File: config.mk
export PLATFORM = sky130hd
export DESIGN_NAME = drf_sched
export DESIGN_NICKNAME = d
export VERILOG_FILES = /design/src/rtl/drf_pkg.sv /design/src/rtl/drf_interval.sv /design/src/rtl/drf_seq.sv /design/src/rtl/drf_cmd_enc.sv /design/src/rtl/drf_sched.sv
export SDC_FILE = /design/constraint.sdc
export NUM_CORES = 1
export LEC_CHECK = 0
export BUFFER_PORTS_ARGS = -buffer_cell sky130_fd_sc_hd__buf_2
export CAP_MARGIN = 0
export CORE_MARGIN = 4
export CORE_UTILIZATION = 45
export CTS_CLUSTER_DIAMETER = 100
export DETAILED_ROUTE_END_ITERATION = 10
export GPL_TIMING_DRIVEN = 0
export PLACE_DENSITY = 0.69
export RECOVER_POWER = 50
export SKIP_LAST_GASP = 1
export SYNTH_ARGS = -nofsm -noshare
export SYNTH_HDL_FRONTEND = slang
export SYNTH_SLANG_ARGS = --single-unit
File: constraint.sdc
create_clock -name clk -period 3.65 [get_ports clk]
set_input_delay 0.73 -clock clk [delete_from_list [all_inputs] [get_ports clk]]
set_output_delay 0.73 -clock clk [all_outputs]
set_load 0.02 [all_outputs]
File: src/rtl/drf_pkg.sv
package drf_pkg;

  typedef enum logic [2:0] {
    ST_IDLE,
    ST_AREF,
    ST_TRC,
    ST_SRE,
    ST_SRHOLD,
    ST_SREXIT
  } seq_state_e;

  typedef struct packed {
    logic cs_n;
    logic ras_n;
    logic cas_n;
    logic we_n;
    logic cke;
  } dram_pins_t;

  localparam dram_pins_t PINS_DESEL  = 5'b11111;
  localparam dram_pins_t PINS_NOP    = 5'b01111;
  localparam dram_pins_t PINS_AREF   = 5'b00011;
  localparam dram_pins_t PINS_SRE    = 5'b00010;
  localparam dram_pins_t PINS_SRHOLD = 5'b11110;

  // Cycles needed to cover a span, rounded up.
  function automatic int unsigned ceil_div(input int unsigned num, input int unsigned den);
    return (num + den - 1) / den;
  endfunction

  function automatic int unsigned ns_to_cycles(input int unsigned ns, input int unsigned period_ps);
    return ceil_div(ns * 1000, period_ps);
  endfunction

endpackage

File: src/rtl/drf_interval.sv
module drf_interval #(
  parameter int unsigned REFI_CYC = 1950,
  parameter int unsigned MAX_PEND = 8,
  localparam int TW = $clog2(REFI_CYC),
  localparam int PW = $clog2(MAX_PEND + 1)
) (
  input  logic          clk,
  input  logic          rst_n,
  input  logic          clear,
  input  logic          take,
  output logic          tick,
  output logic [PW-1:0] pend_cnt,
  output logic          want,
  output logic          urgent
);

  logic [TW-1:0] tmr;
  logic          at_max;

  assign tick   = !clear && (tmr == TW'(REFI_CYC - 1));
  assign at_max = (pend_cnt == PW'(MAX_PEND));
  assign want   = (pend_cnt != '0);
  assign urgent = at_max;

  always_ff @(posedge clk or negedge rst_n) begin
    if (!rst_n)              tmr <= '0;
    else if (clear || tick)  tmr <= '0;
    else                     tmr <= tmr + 1'b1;
  end

  always_ff @(posedge clk or negedge rst_n) begin
    if (!rst_n) begin
      pend_cnt <= '0;
    end else if (clear) begin
      pend_cnt <= '0;
    end else begin
      unique case ({tick, take})
        2'b10:   if (!at_max) pend_cnt <= pend_cnt + 1'b1;
        2'b01:   pend_cnt <= pend_cnt - 1'b1;
        default: pend_cnt <= pend_cnt;
      endcase
    end
  end

endmodule

File: src/rtl/drf_seq.sv
module drf_seq
  import drf_pkg::*;
#(
  parameter int unsigned TRC_CYC = 9,
  localparam int CW = $clog2(TRC_CYC + 1)
) (
  input  logic       clk,
  input  logic       rst_n,
  input  logic [1:0] bank_idle,
  input  logic       lp_req,
  input  logic       want,
  input  logic       cke_now,
  output seq_state_e state,
  output logic       take,
  output logic       sr_active
);

  seq_state_e nxt;
  logic [CW-1:0] win;
  logic          may_issue;
  logic          win_done;

  assign may_issue = (bank_idle == 2'b11) && cke_now;
  assign win_done  = (win == '0);

  always_comb begin
    nxt = state;
    unique case (state)
      ST_IDLE: begin
        if (may_issue && lp_req)    nxt = ST_SRE;
        else if (may_issue && want) nxt = ST_AREF;
      end
      ST_AREF:   nxt = ST_TRC;
      ST_TRC:    if (win_done) nxt = ST_IDLE;
      ST_SRE:    nxt = lp_req ? ST_SRHOLD : ST_SREXIT;
      ST_SRHOLD: if (!lp_req) nxt = ST_SREXIT;
      ST_SREXIT: if (win_done) nxt = ST_IDLE;
      default:   nxt = ST_IDLE;
    endcase
  end

  assign take      = (state == ST_IDLE) && (nxt == ST_AREF);
  assign sr_active = (state == ST_SRE) || (state == ST_SRHOLD);

  always_ff @(posedge clk or negedge rst_n) begin
    if (!rst_n) state <= ST_IDLE;
    else        state <= nxt;
  end

  always_ff @(posedge clk or negedge rst_n) begin
    if (!rst_n)
      win <= '0;
    else if ((nxt != state) && ((nxt == ST_TRC) || (nxt == ST_SREXIT)))
      win <= CW'(TRC_CYC - 1);
    else if (!win_done)
      win <= win - 1'b1;
  end

endmodule

File: src/rtl/drf_cmd_enc.sv
module drf_cmd_enc
  import drf_pkg::*;
(
  input  seq_state_e state,
  output dram_pins_t pins,
  output logic       own
);

  always_comb begin
    unique case (state)
      ST_AREF:   pins = PINS_AREF;
      ST_TRC:    pins = PINS_NOP;
      ST_SRE:    pins = PINS_SRE;
      ST_SRHOLD: pins = PINS_SRHOLD;
      ST_SREXIT: pins = PINS_NOP;
      default:   pins = PINS_DESEL;
    endcase
  end

  assign own = (state != ST_IDLE);

endmodule

File: src/rtl/drf_sched.sv
module drf_sched
  import drf_pkg::*;
#(
  parameter int unsigned CLK_PERIOD_PS = 8000,
  parameter int unsigned REFI_NS       = 15600,
  parameter int unsigned TRC_NS        = 70,
  parameter int unsigned MAX_PEND      = 8
) (
  input  logic       clk,
  input  logic       rst_n,
  input  logic [1:0] bank_idle,
  input  logic       lp_req,
  output logic       dram_cs_n,
  output logic       dram_ras_n,
  output logic       dram_cas_n,
  output logic       dram_we_n,
  output logic       dram_cke,
  output logic       bus_own,
  output logic       ref_want,
  output logic       ref_urgent
);

  localparam int unsigned REFI_CYC = ns_to_cycles(REFI_NS, CLK_PERIOD_PS);
  localparam int unsigned TRC_CYC  = ns_to_cycles(TRC_NS, CLK_PERIOD_PS);
  localparam int PW = $clog2(MAX_PEND + 1);

  // Named internal events, brought out for the checker.
  logic          tick;
  logic          take;
  logic          sr_active;
  logic [PW-1:0] pend_cnt;
  seq_state_e    state;
  dram_pins_t    pins;

  drf_interval #(.REFI_CYC(REFI_CYC), .MAX_PEND(MAX_PEND)) u_interval (
    .clk(clk), .rst_n(rst_n), .clear(sr_active), .take(take),
    .tick(tick), .pend_cnt(pend_cnt), .want(ref_want), .urgent(ref_urgent)
  );

  drf_seq #(.TRC_CYC(TRC_CYC)) u_seq (
    .clk(clk), .rst_n(rst_n), .bank_idle(bank_idle), .lp_req(lp_req),
    .want(ref_want), .cke_now(pins.cke), .state(state), .take(take),
    .sr_active(sr_active)
  );

  drf_cmd_enc u_enc (
    .state(state), .pins(pins), .own(bus_own)
  );

  assign dram_cs_n  = pins.cs_n;
  assign dram_ras_n = pins.ras_n;
  assign dram_cas_n = pins.cas_n;
  assign dram_we_n  = pins.we_n;
  assign dram_cke   = pins.cke;

endmodule

==> flow_summary.yaml, run 1 <==
clock_tree:
  clock-sinks: 22
  postCtsSetupBuffers: 0
  post_cts_resized: 0
  clockRootBuffer: "clkbuf_4"
  cts.clk_slew.worst_paths_ns: 0.12
  htree_levels: 1
  clock_path_buffers: 2
  cts_hold_buf: 0
  clkLatencyLatePin_ns: 0.30
  cts_buffers: 3
  cts_tree: "built"
setup_path:
  r2r-start: "u_interval.pend_cnt[1]"
  cp.required_ns: 3.88
  rr_worst_depth: 10
  path_delay_family: "simple AND/OR/NAND/NOR gates"
  timing.rr.end: "u_interval.pend_cnt[3]"
  crit_path_top_delay_cell: "or4_4"
  ff2ff_setup_slack_ns: 0.54
  cp.arrival_ns: 3.34
  critPathBufInv: 0
  cp_cell_sequence: "or4_4 -> o2111ai_2 -> o21ai_2 -> and3_1 -> ha_1 -> ha_1 -> a21oi_1 -> a21boi_0 -> or4_1 -> a21oi_1"
  path_max_fanout: 5
  cpPeakStageDelay_ns: 0.57
  end_kind: "flip-flop"
  crit_path_start_kind: "flip-flop"
  setup.worst_path.class: "flip-flop to flip-flop"
timing:
  setup_slack_ns: 0.538
  finalSetupViolCount: 0
  finalHoldViolations: 0
  max_freq_mhz: 321
  timing.final.crit_share_pct: 85.3
  max-slew-margin-rel_pct: 23.6
  period_needed_ns: 3.11
  worst_slew_pin_slew_ns: 1.15
  slew_viol_final: 0
  rsz0062_at_grt: "false"
  fin_worst_skew_ns: 0.000949
  fin_tns_setup_ns: 0
floorplan:
  ios: 13
  rows: 19
  initial_utilization_pct: 46.6
  die_h_um: 61.2
  die_area_mm2: 0.00375
  die_x_um: 61.2
  core-area_mm2: 0.00273
route:
  dr_wl_met2_um: 1120
  drt_iter0_markers: 49
  drc: 0
  drtPass1Iterations: 4
  m1WireLength_um: 1010
  routed.top_layer: "met4"
  ant_nets: 0
  met3_length_um: 94
  wirelength_um: 2240
  routedWlPerCell_um: 12.2
  vias: 936
  viasPerCell: 5.11
cells_and_area:
  fill_cells: 248
  syn_to_final_growth_pct: 10.0
  multi_input_area_um2: 667
  layout.nets: 166
  n_antenna_cell: 0
  final_layout_size_suffix_gt1_share_pct: 16.4
  seqCellArea_um2: 551
global_routing:
  grt_pass1_vias: 930
  track_usage_pct: 14.1
  antenna_found_initial: 0
  grt_pass1_wl_um: 4000
  grt.overflow.total: 0
  grt_max_degree: 23
min_path:
  min_to: "u_interval.tmr[0]"
  whs_path_depth: 1
  hp-start: "u_interval.tmr[0]"
  hold_path_class: "flip-flop to flip-flop"
yosys:
  synth-seq-cells: 22
  ys.warnings.count: 0
  ys_seq_area_share_pct: 43.2
  syn_area_mm2: 0.00127
  synthDistinctLibCells: 38
  synth_top_cell_area_share_pct: 43.2
  synth_area_leader_cell: "dfrtp_1"
  synth.net_count: 150
  avgSynthCellArea_um2: 9.31
  syn_inst: 137
  synth-edff-count: 0
  synthTopCellsByArea: "dfrtp_1 43%, ha_1 6.9%, xnor2_1 6.9%"
  async_flop_share_pct: 100
  synthFlopType: "dfrtp_1"
pwr:
  p_clk_share_pct: 12.3
  power_density_mw_per_mm2: 762
  pwr-share-comb_pct: 49.0
  power_w: 0.00107
  internal_power_w: 0.000611
  switching_share_pct: 42.8
  power.leakage_nw: 0.641
  p_sw_w: 0.000457
  peakVddDrop_mv: 0.398
  seqPwrFrac_pct: 38.7
placement:
  dp_hpwl_um: 1700
  io_buffers: 11
  gp_congestion: 0.753
  place_ws_ns: 0.544
run:
  cap_violations: 0
run_status:
  status: "completed"
## cells by family after synthesis
family                   Yosys count  share of synthesized area (%)
AND/OR/NAND/NOR                   62                           24.1
AO/OA/AOI/OAI                     20                           11.2
flip-flops                        22                           43.2
adder cells (fa/ha/maj)            8                           8.44
other                              1                          0.294
XOR/XNOR                          12                           8.24
buffers and inverters             12                           4.51
## placed cells by master, fill, tap and decap left out, drive strengths merged, types with 2 or more instances in the layout
cell,Yosys,layout
a21boi,2,2
nand2,13,13
dfrtp,22,22
a21oi,7,7
nand2b,2,2
ha,7,7
nand3,8,8
nor3,4,4
inv,8,8
or2,2,2
clkbuf,0,6
xor2,2,2
or4,3,3
buf,4,13
xnor2,10,10
nor2,21,21
o21ai,4,4
nor4b,2,2
## per-stage QoR
step           util (%)  std cells  cell area (µm²)  hold slack [ns]
6_report           51.3        183             1400            0.504
5_1_grt            51.3        183             1400            0.533
4_1_cts            51.4        183             1410            0.381
3_5_place_dp       50.1        179             1370            0.498
3_3_place_gp       50.1        179             1370            0.477
2_1_floorplan         -        137             1270            0.434
## Yosys cell counts, types with 2 or more instances
| cell type | n |
|---|---|
| nand3_1 | 8 |
| o21ai_2 | 2 |
| buf_4 | 3 |
| xnor2_1 | 10 |
| nor2_1 | 21 |
| nor4b_1 | 2 |
| o21ai_0 | 2 |
| inv_1 | 7 |
| a21boi_0 | 2 |
| nor3_1 | 4 |
| ha_1 | 7 |
| dfrtp_1 | 22 |
| nand2b_1 | 2 |
| or4_4 | 2 |
| nand2_1 | 13 |
| xor2_1 | 2 |
| a21oi_1 | 7 |
## registers in the layout, summed over array words and instances, names as in the netlist
signal               flops
u_interval.tmr          11
u_interval.pend_cnt      4
u_seq.win                4
u_seq.state              3
## final cells by class
| cell class | count | area share, % |
|---|---|---|
| Buffer | 4 | 1.87 |
| Clock buffer | 4 | 2.59 |
| Inverter | 8 | 2.14 |
| Multi-Input combinational cell | 103 | 47.5 |
| Sequential cell | 22 | 39.3 |
| Tap cell | 31 | 2.77 |
| Timing Repair Buffer | 11 | 3.84 |
## routing by layer
metal  GRT usage (%)  vias up
li1                -      495
met1            18.4      426
met2            23.3       13
met3            3.14        2
met4            4.64        0
met5               0        -
## power groups by stage
stage | registers (W) | clock network, W | logic, W
6_report | 0.000414 | 0.000131 | 0.000523
5_1_grt | 0.000428 | 0.000146 | 0.000595
4_1_cts | 0.000413 | 0.000138 | 0.000535
3_5_place_dp | 0.000417 | 0 | 0.000531
3_3_place_gp | 0.000412 | 0 | 0.000510
2_1_floorplan | 0.000398 | 0 | 0.000412
## how the worst max path moves through the flow
stage                             endpoint                   start  depth (start not counted)  slack [ns]
detailed placement  u_interval.pend_cnt[3]  u_interval.pend_cnt[1]                         10        0.54
finish              u_interval.pend_cnt[3]  u_interval.pend_cnt[1]                         10        0.54
CTS                 u_interval.pend_cnt[3]  u_interval.pend_cnt[1]                         10        0.51
global placement    u_interval.pend_cnt[3]  u_interval.pend_cnt[1]                         10        0.67
global route        u_interval.pend_cnt[3]          u_seq.state[1]                         12        0.31
floorplan           u_interval.pend_cnt[3]  u_interval.pend_cnt[1]                         10        0.73
Note: power is estimated with default switching activity, not from simulation.
==> run 2, diff against run 1 <==
Settings changed: BUFFER_PORTS_ARGS -buffer_cell sky130_fd_sc_hd__buf_2 to unset, DONT_BUFFER_PORTS set to 1, PLACE_DENSITY 0.69 to 0.65.
==> run 2 against run 1 <==
Effect of this change: critical path type unchanged; first-iteration DRC count fell by 4.1%; register-to-register slack lost 0.05 ns; global-route usage is 0.54 points higher; flip-flop and latch count unchanged; clock power up 43%; combinational power shrank 8.2%; via count up 0.21%; highest routed layer unchanged; cell count down 6.0%; hold slack worse by 0.42 ns; sequential power barely moved; total power up 1.4%.
==> flow_summary.yaml, run 2 (synthesized netlist as in run 1, its figures left out) <==
run_status:
  status: "completed"
timing:
  worst_slew_pin_slew_ns: 1.29
  max_freq_mhz: 316
  rsz0062_at_grt: "false"
  fin_tns_setup_ns: 0
  finalSetupViolCount: 0
  period_needed_ns: 3.16
  finalHoldViolations: 0
  holdWs_ns: 0.0868
  max-slew-margin-rel_pct: 12.8
  slew_viol_final: 0
  timing.final.crit_share_pct: 86.7
  fin_worst_skew_ns: 0.0116
global_routing:
  grt_pass1_wl_um: 4090
  track_usage_pct: 14.7
  grt_pass1_vias: 953
  grt_max_degree: 23
  grt.overflow.total: 0
  antenna_found_initial: 0
placement:
  gp_congestion: 0.813
  placed_cell_area_mm2: 0.00131
  io_buffers: 0
  dp_hpwl_um: 1680
floorplan:
  rows: 19
  core-area_mm2: 0.00273
  initial_utilization_pct: 46.6
  die_area_mm2: 0.00375
  die_x_um: 61.2
  ios: 13
  die_h_um: 61.2
cells_and_area:
  n_antenna_cell: 0
  syn_to_final_growth_pct: 7.16
  largestRegisters: "u_interval.tmr x11, u_interval.pend_cnt x4, u_seq.win x4"
  largest_register: "u_interval.tmr"
  final_layout_size_suffix_gt1_share_pct: 11.3
  stdcell_area_mm2: 0.00137
  multi_input_area_um2: 667
  fin_util_pct: 50.0
  layout.nets: 155
  seqCellArea_um2: 551
  largest_reg_flops: 11
  final_cell_mix: "22 x dfrtp_1, 21 x nor2_1, 13 x nand2_1"
  layout_commonest_cell: "dfrtp_1"
  fill_cells: 258
setup_path:
  path_max_fanout: 5
  end_kind: "flip-flop"
  cp.required_ns: 3.90
  cp.arrival_ns: 3.41
  setup.worst_path.class: "flip-flop to flip-flop"
  crit_path_start_kind: "flip-flop"
route:
  drtPass1Iterations: 4
  routedWlPerCell_um: 13.3
  drc: 0
  wirelength_um: 2280
  vias: 938
  drt_iter0_markers: 47
  ant_nets: 0
  viasPerCell: 5.45
run:
  cap_violations: 0
clock_tree:
  postCtsSetupBuffers: 0
  cts_buffers: 3
  clockRootBuffer: "clkbuf_4"
  cts_hold_buf: 0
  cts_tree: "built"
  cts.clk_slew.worst_paths_ns: 0.13
  clock_path_buffers: 2
  post_cts_resized: 0
  htree_levels: 1
  clkLatencyLatePin_ns: 0.31
  clock-sinks: 22
pwr:
  power_density_mw_per_mm2: 793
  peakVddDrop_mv: 0.517
  power_w: 0.00108
  power.leakage_nw: 0.613
min_path:
  hold_path_class: "primary input to asynchronous set/reset pin"
-- run 2: metal layers --
| metal | global-route usage, % | wire (µm) | vias up |
|---|---|---|---|
| met5 | 0 | 0 | - |
| met4 | 2.79 | 21 | 0 |
| met2 | 26.1 | 1100 | 22 |
| met3 | 4.40 | 122 | 2 |
| met1 | 17.5 | 1040 | 440 |
| li1 | - | - | 474 |
-- run 2: final timing paths --
path,startpoint,to,slack [ns],cells past startpoint
max reg2reg,u_interval.pend_cnt[1],u_interval.pend_cnt[3],0.49,10
min,rst_n,u_interval.pend_cnt[3],0.09,0
max in group asynchronous,rst_n,u_interval.tmr[9],3.48,0
max,u_interval.pend_cnt[1],u_interval.pend_cnt[3],0.49,10
min in group clk,u_interval.tmr[0],u_interval.tmr[0],0.50,1
min reg2reg,u_interval.tmr[0],u_interval.tmr[0],0.50,1
-- run 2: worst max-delay path: stages (launching register included) --
cell and delay (ns):
dfrtp_1 0.46, or4_4 0.62, o2111ai_2 0.20, o21ai_2 0.09, and3_1 0.19, ha_1 0.24, ha_1 0.35, a21oi_1 0.20
a21boi_0 0.13, or4_1 0.47, a21oi_1 0.14
-- run 2: cell type report --
cell class	count	area share (%)
Buffer	4	2.01
Clock buffer	3	1.65
Clock inverter	1	2.20
Inverter	8	2.20
Multi-Input combinational cell	103	48.8
Sequential cell	22	40.3
Tap cell	31	2.84
-- run 2: metrics by stage --
step / setup WS [ns] / instances
after global routing: 0.265 / 172
after floorplan: 0.726 / 137
final: 0.485 / 172
after CTS: 0.485 / 172
after global placement: 0.609 / 168
after detailed placement: 0.523 / 168
-- run 2: power breakdown --
group / total, W / internal (W) / switching [W] / leakage [nW]
Sequential: 0.000415 / 0.000328 / 0.0000876 / 0.287
Combinational: 0.000480 / 0.000194 / 0.000286 / 0.299
Clock: 0.000187 / 0.000111 / 0.0000763 / 0.0279
Total: 0.00108 / 0.000633 / 0.000450 / 0.613
